--- src/rtl/tri_residue_pkg.sv ---
package tri_residue_pkg;

    localparam int RES_W = 2;
    localparam int OPND_W = 2;

    typedef enum logic [RES_W-1:0] {
        RES_ZERO = 2'b00,
        RES_ONE  = 2'b01,
        RES_TWO  = 2'b10,
        RES_BAD  = 2'b11
    } residue_e;

    typedef struct packed {
        logic hi;
        logic lo;
    } code_t;

    localparam logic [OPND_W-1:0] OPND_SKIP = 2'b11;

    // Table form of the step: the row is the current code, the column is the operand.
    function automatic residue_e step_table(residue_e cur, logic [OPND_W-1:0] op);
        residue_e nxt;
        nxt = RES_ZERO;
        unique case (cur)
            RES_ZERO: case (op)
                2'b00:   nxt = RES_ZERO;
                2'b01:   nxt = RES_ONE;
                2'b10:   nxt = RES_TWO;
                default: nxt = RES_ZERO;
            endcase
            RES_ONE: case (op)
                2'b00:   nxt = RES_ONE;
                2'b01:   nxt = RES_TWO;
                2'b10:   nxt = RES_ZERO;
                default: nxt = RES_ONE;
            endcase
            RES_TWO: case (op)
                2'b00:   nxt = RES_TWO;
                2'b01:   nxt = RES_ZERO;
                2'b10:   nxt = RES_ONE;
                default: nxt = RES_TWO;
            endcase
            default: nxt = RES_ZERO;
        endcase
        return nxt;
    endfunction

endpackage

--- src/rtl/tri_residue_next.sv ---
module tri_residue_next
    import tri_residue_pkg::*;
#(
    parameter bit SOP_FORM = 1'b1
) (
    input  residue_e              cur_i,
    input  logic [OPND_W-1:0]     opnd_i,
    output residue_e              nxt_o
);

    generate
        if (SOP_FORM) begin : g_sop
            code_t y;
            code_t d;
            logic  x1;
            logic  x0;
            logic  bad_state;
            logic  skip_op;

            always_comb begin
                y         = code_t'(cur_i);
                x1        = opnd_i[1];
                x0        = opnd_i[0];
                bad_state = y.hi & y.lo;
                skip_op   = x1 & x0;
                // Three product terms per bit, valid for legal codes.
                d.hi = (y.hi & ~x1 & ~x0) | (y.lo & x0) | (~y.hi & ~y.lo & x1);
                d.lo = (y.lo & ~x1 & ~x0) | (y.hi & x1) | (~y.hi & ~y.lo & x0);
                if (bad_state) begin
                    nxt_o = RES_ZERO;
                end else if (skip_op) begin
                    nxt_o = cur_i;
                end else begin
                    nxt_o = residue_e'(d);
                end
            end
        end else begin : g_tbl
            always_comb begin
                nxt_o = step_table(cur_i, opnd_i);
            end
        end
    endgenerate

endmodule

--- src/rtl/tri_residue_reg.sv ---
module tri_residue_reg
    import tri_residue_pkg::*;
(
    input  logic     clk,
    input  logic     rst,
    input  residue_e d_i,
    output residue_e q_o
);

    always_ff @(posedge clk) begin
        if (rst) begin
            q_o <= RES_ZERO;
        end else begin
            q_o <= d_i;
        end
    end

endmodule

--- src/rtl/tri_residue_acc.sv ---
module tri_residue_acc
    import tri_residue_pkg::*;
#(
    parameter bit SOP_FORM = 1'b1
) (
    input  logic              clk,
    input  logic              rst,
    input  logic [OPND_W-1:0] opnd_i,
    output logic [RES_W-1:0]  res_o
);

    residue_e state_q;
    residue_e state_d;

    tri_residue_next #(
        .SOP_FORM (SOP_FORM)
    ) u_next (
        .cur_i  (state_q),
        .opnd_i (opnd_i),
        .nxt_o  (state_d)
    );

    tri_residue_reg u_reg (
        .clk (clk),
        .rst (rst),
        .d_i (state_d),
        .q_o (state_q)
    );

    assign res_o = state_q;

endmodule

--- config.mk ---
export PLATFORM = sky130hd
export DESIGN_NAME = tri_residue_acc
export DESIGN_NICKNAME = d
export VERILOG_FILES = /design/src/rtl/tri_residue_pkg.sv /design/src/rtl/tri_residue_next.sv /design/src/rtl/tri_residue_reg.sv /design/src/rtl/tri_residue_acc.sv
export SDC_FILE = /design/constraint.sdc
export NUM_CORES = 1
export LEC_CHECK = 0
export BUFFER_PORTS_ARGS = -buffer_cell sky130_fd_sc_hd__buf_4
export CAP_MARGIN = 20
export CELL_PAD_IN_SITES_DETAIL_PLACEMENT = 2
export CELL_PAD_IN_SITES_GLOBAL_PLACEMENT = 2
export CORE_AREA = 2 2 39 41
export CTS_CLUSTER_DIAMETER = 40
export DETAILED_ROUTE_END_ITERATION = 8
export DIE_AREA = 0 0 41 43
export GPL_TIMING_DRIVEN = 0
export PLACE_DENSITY = 0.35
export SYNTH_ARGS = -nofsm -noshare
export SYNTH_HDL_FRONTEND = slang
export SYNTH_SLANG_ARGS = --single-unit
--- constraint.sdc ---
create_clock -name clk -period 2 [get_ports clk]
set_input_delay 0.6 -clock clk [delete_from_list [all_inputs] [get_ports clk]]
set_output_delay 0.6 -clock clk [all_outputs]
set_load 0.005 [all_outputs]
# Word level (Yosys, flattened, before mapping)
# Cells that the tools add are included.
# W data, S select, Z words.
[word_totals]
ff_bits = 2
in_bits = 4
output_inout_bits = 2
word_cells = 21
[classes]
bitwise = 19
n_reduce_logical = 1
[ops]
columns = ["cell", "count"]
rows = [
  ["$and A1 B1 Y1", 11],
  ["$not A1 Y1", 4],
  ["$or A1 B1 Y1", 4],
  ["$reduce_or A2 Y1", 1],
]

# Logic depth before layout (Yosys ltp)
[depth]
word_depth = 5
mapped_depth = 3
ltp_nobuf = 3

# Modules after synthesis
# A second synthesis with hierarchy kept.
[unflattened]
cells_unflattened = 14
area_unflattened_um2 = 136.4
[by_module_without_submodules]
columns = ["mod", "instances", "cells_per_inst", "area_each_um2", "seq_area_each_um2"]
rows = [
  ["tri_residue_next", 1, 10, 83.8, 0.0],
  ["tri_residue_reg", 1, 4, 52.6, 40.0],
]

# Worst setup path before layout
# OpenSTA, ideal clock, no wires.
[synth_path]
kind = "input to register"
from = "input port opnd_i[1]"
to = "register u_reg.q_o[0]"
setup_time_ns = 0.120
t_arrival_ns = 0.946
required_ns = 1.880
path_slack_ns = 0.934
stages = 3
path_buffers = 0
path_cell_list = "xnor2_1 a22oi_1 a21oi_1"
[synth_via]
elab_chain_len = 5
elab_cells_between_ends = 7
classes_between = "bitwise: 7"
[synth_lines]
columns = ["item", "line_no", "rtl"]
rows = [
  ["from (decl)", "tri_residue_acc.sv:8", "input logic [OPND_W-1:0] opnd_i,"],
  ["$not A1 Y1", "tri_residue_next.sv:28", "d.lo = (y.lo & ~x1 & ~x0) | (y.hi & x1) | (~y.hi & ~y.lo & x0);"],
  ["$and A1 B1 Y1 (2 in a row)", "tri_residue_next.sv:28", ""],
  ["$or A1 B1 Y1 (2 in a row)", "tri_residue_next.sv:28", ""],
  ["to (signal assigned)", "tri_residue_reg.sv:14", "q_o <= d_i;"],
  ["to (decl)", "tri_residue_reg.sv:7", "output residue_e q_o"],
]
# Several ways; a longest one is shown, not always the timed one.
# A chain may end at the register's enable or synchronous reset.

# Worst setup path after layout
[layout_path]
from = "register u_reg.q_o[0]"
to = "output port res_o[0]"
[layout_rtl]
columns = ["item", "line_no", "rtl"]
rows = [
  ["to (decl)", "tri_residue_acc.sv:9", "output logic [RES_W-1:0] res_o"],
]
# No word-level cell between the ends.

==> flow_summary.json <==
{
  "outcome": "finished clean",
  "p_total_w": 0.000160,
  "syn-num-nets": 18,
  "syn_avg_cell_area_sq_um": 7.86,
  "clock_sinks": 2,
  "start_kind": "flip-flop",
  "synth_warnings": 0,
  "drive_gt1_share_pct": 36.4,
  "largestRegisters": "u_reg.q_o (2)",
  "via_per_inst": 3.37,
  "final_antenna_net_count": 0,
  "cts.repair.resized": 0,
  "initial_utilization_pct": 7.96,
  "synth.distinct_cells": 7,
  "worstPathCellList": "buf_4",
  "antennaDiodeCount": 0,
  "hp-class": "primary input to flip-flop",
  "largest_reg_flops": 2,
  "clkTransAtPathRegs_ps": 30,
  "drv_slew": 0,
  "area_growth_pct": 72.7,
  "num_vias": 128,
  "ys_ff_latch": 2,
  "worst_pin_slew_ps": 193,
  "p_leak_nw": 0.0774,
  "drc_errors": 0,
  "required_ps": 1400,
  "crit_arrival_ps": 710,
  "cp_top_family": "flip-flops",
  "drtIter0Drc": 0,
  "wl_um": 316,
  "wire_per_inst_um": 8.32,
  "grtUsageMet2_pct": 5.63,
  "mostFrequentLayoutCells": "buf_4, nor2b_1, clkbuf_4",
  "cts_tree": "built",
  "rsz0062_at_grt": "no",
  "root_buffer": "clkbuf_4",
  "setup_viol": 0,
  "grt_pass1_vias": 149,
  "cts_setup_buffers": 0,
  "final_common_cell": "buf_4",
  "ios": 6,
  "synth_top_cell_area_share_pct": 36.4,
  "regMostFlops": "u_reg.q_o",
  "cts-htree-levels": 1,
  "antenna_found_initial": 0,
  "fmax_mhz": 763,
  "die_area_sq_um": 1760,
  "hold_buffers": 0,
  "hold_viol": 0,
  "fin_nets": 28,
  "cp_max_fo": 4,
  "critPathMaxStageDelay_ps": 360,
  "first_pass_iters": 1,
  "finalNonFillerCells": 38,
  "synth_area_leader_cell": "dfxtp_1",
  "grt_max_degree": 5,
  "grt-busiest-layer": "met4",
  "port_buffers": 5,
  "p_per_area_nw_per_um2": 840,
  "gp_congestion": 0.530,
  "grt_pass1_wl_um": 510,
  "cap_violations": 0,
  "period_needed_ps": 1310,
  "synthCells": 14,
  "dieWidth_um": 41,
  "grt_util_met1_pct": 4.47,
  "max-vdd-ir-drop_uv": 133,
  "dp_cells": 35,
  "hold_slack_ps": 545,
  "overflow": 0,
  "fin_skew_ps": 0.925,
  "slowest_stage": "dfxtp_1",
  "syn-cell-area_sq_um": 110,
  "path_class": "flip-flop to output pin",
  "core_sq_um": 1380,
  "die-height_um": 43,
  "met3_usage_pct": 3.14,
  "max-clock-path-buffers": 2,
  "critPathBufInv": 1,
  "synth_seq_area_share_pct": 36.4,
  "relSlewSlack_pct": 87.1,
  "fin_tns_setup_ps": 0,
  "period_share_pct": 65.5,
  "clk_latency_ps": 220,
  "end_kind": "output pin",
  "rows": 14,
  "cts_buffers": 3,
  "synth.area.top_cells": "dfxtp_1, nor2b_1, a22oi_1, a21oi_1, xnor2_1",
  "grt.total_usage_pct": 5.01
}
-- metal layers --
metal  wire (um)  vias to the layer above  part of all wire [%]
li1            -                       65                     -
met1         112                       60                    35
met2         188                        3                    59
met3          15                        0                   4.7
met4           0                        0                     0
met5           0                        -                     0
-- stage by stage --
step | area [sq um] | setup WS [ps] | util [%]
2_1_floorplan | 110 | 934 | -
3_3_place_gp | 168 | 719 | 12.1
3_5_place_dp | 168 | 708 | 12.1
4_1_cts | 190 | 673 | 13.7
5_1_grt | 190 | 659 | 13.7
6_report | 190 | 689 | 13.7
-- logic make-up after synthesis --
kind of cell / count (synthesis) / share of synthesized area (%)
DFF: 2 / 36.4
AOI/OAI and AO/OA: 4 / 22.7
and+or+nand+nor: 7 / 33.0
xor gates and xnor gates: 1 / 7.96
-- power breakdown --
part / internal [W] / leakage [nW] / switching (W)
combinational: 0.0000143 / 0.0472 / 0.0000109
sequential: 0.0000434 / 0.0164 / 0.00000286
clock: 0.0000661 / 0.0138 / 0.0000223
-- final timing paths --
path	from	to	slack, ps	depth (start not counted)
setup / recovery	u_reg.q_o[0]	res_o[0]	690	1
hold / removal	rst	u_reg.q_o[1]	540	2
setup reg to reg	u_reg.q_o[0]	u_reg.q_o[0]	1120	3
hold reg to reg	u_reg.q_o[1]	u_reg.q_o[1]	590	3
-- area by class of cell --
| type | count | area [sq um] |
|---|---|---|
| flip-flops and latches | 2 | 40.0 |
| repair buffers | 5 | 37.5 |
| multi-input cells | 12 | 70.1 |
| well taps | 16 | 20.0 |
| fillers | 168 | 1190 |
| clock buffers | 3 | 22.5 |
-- synthesized netlist by cell type --
library cell and n:
xnor2_1 1, dfxtp_1 2, nor2_1 1, nor2b_1 4, a21oi_1 2, nand2_1 2
a22oi_1 2
No activity file was read; power rests on OpenSTA's default activity.
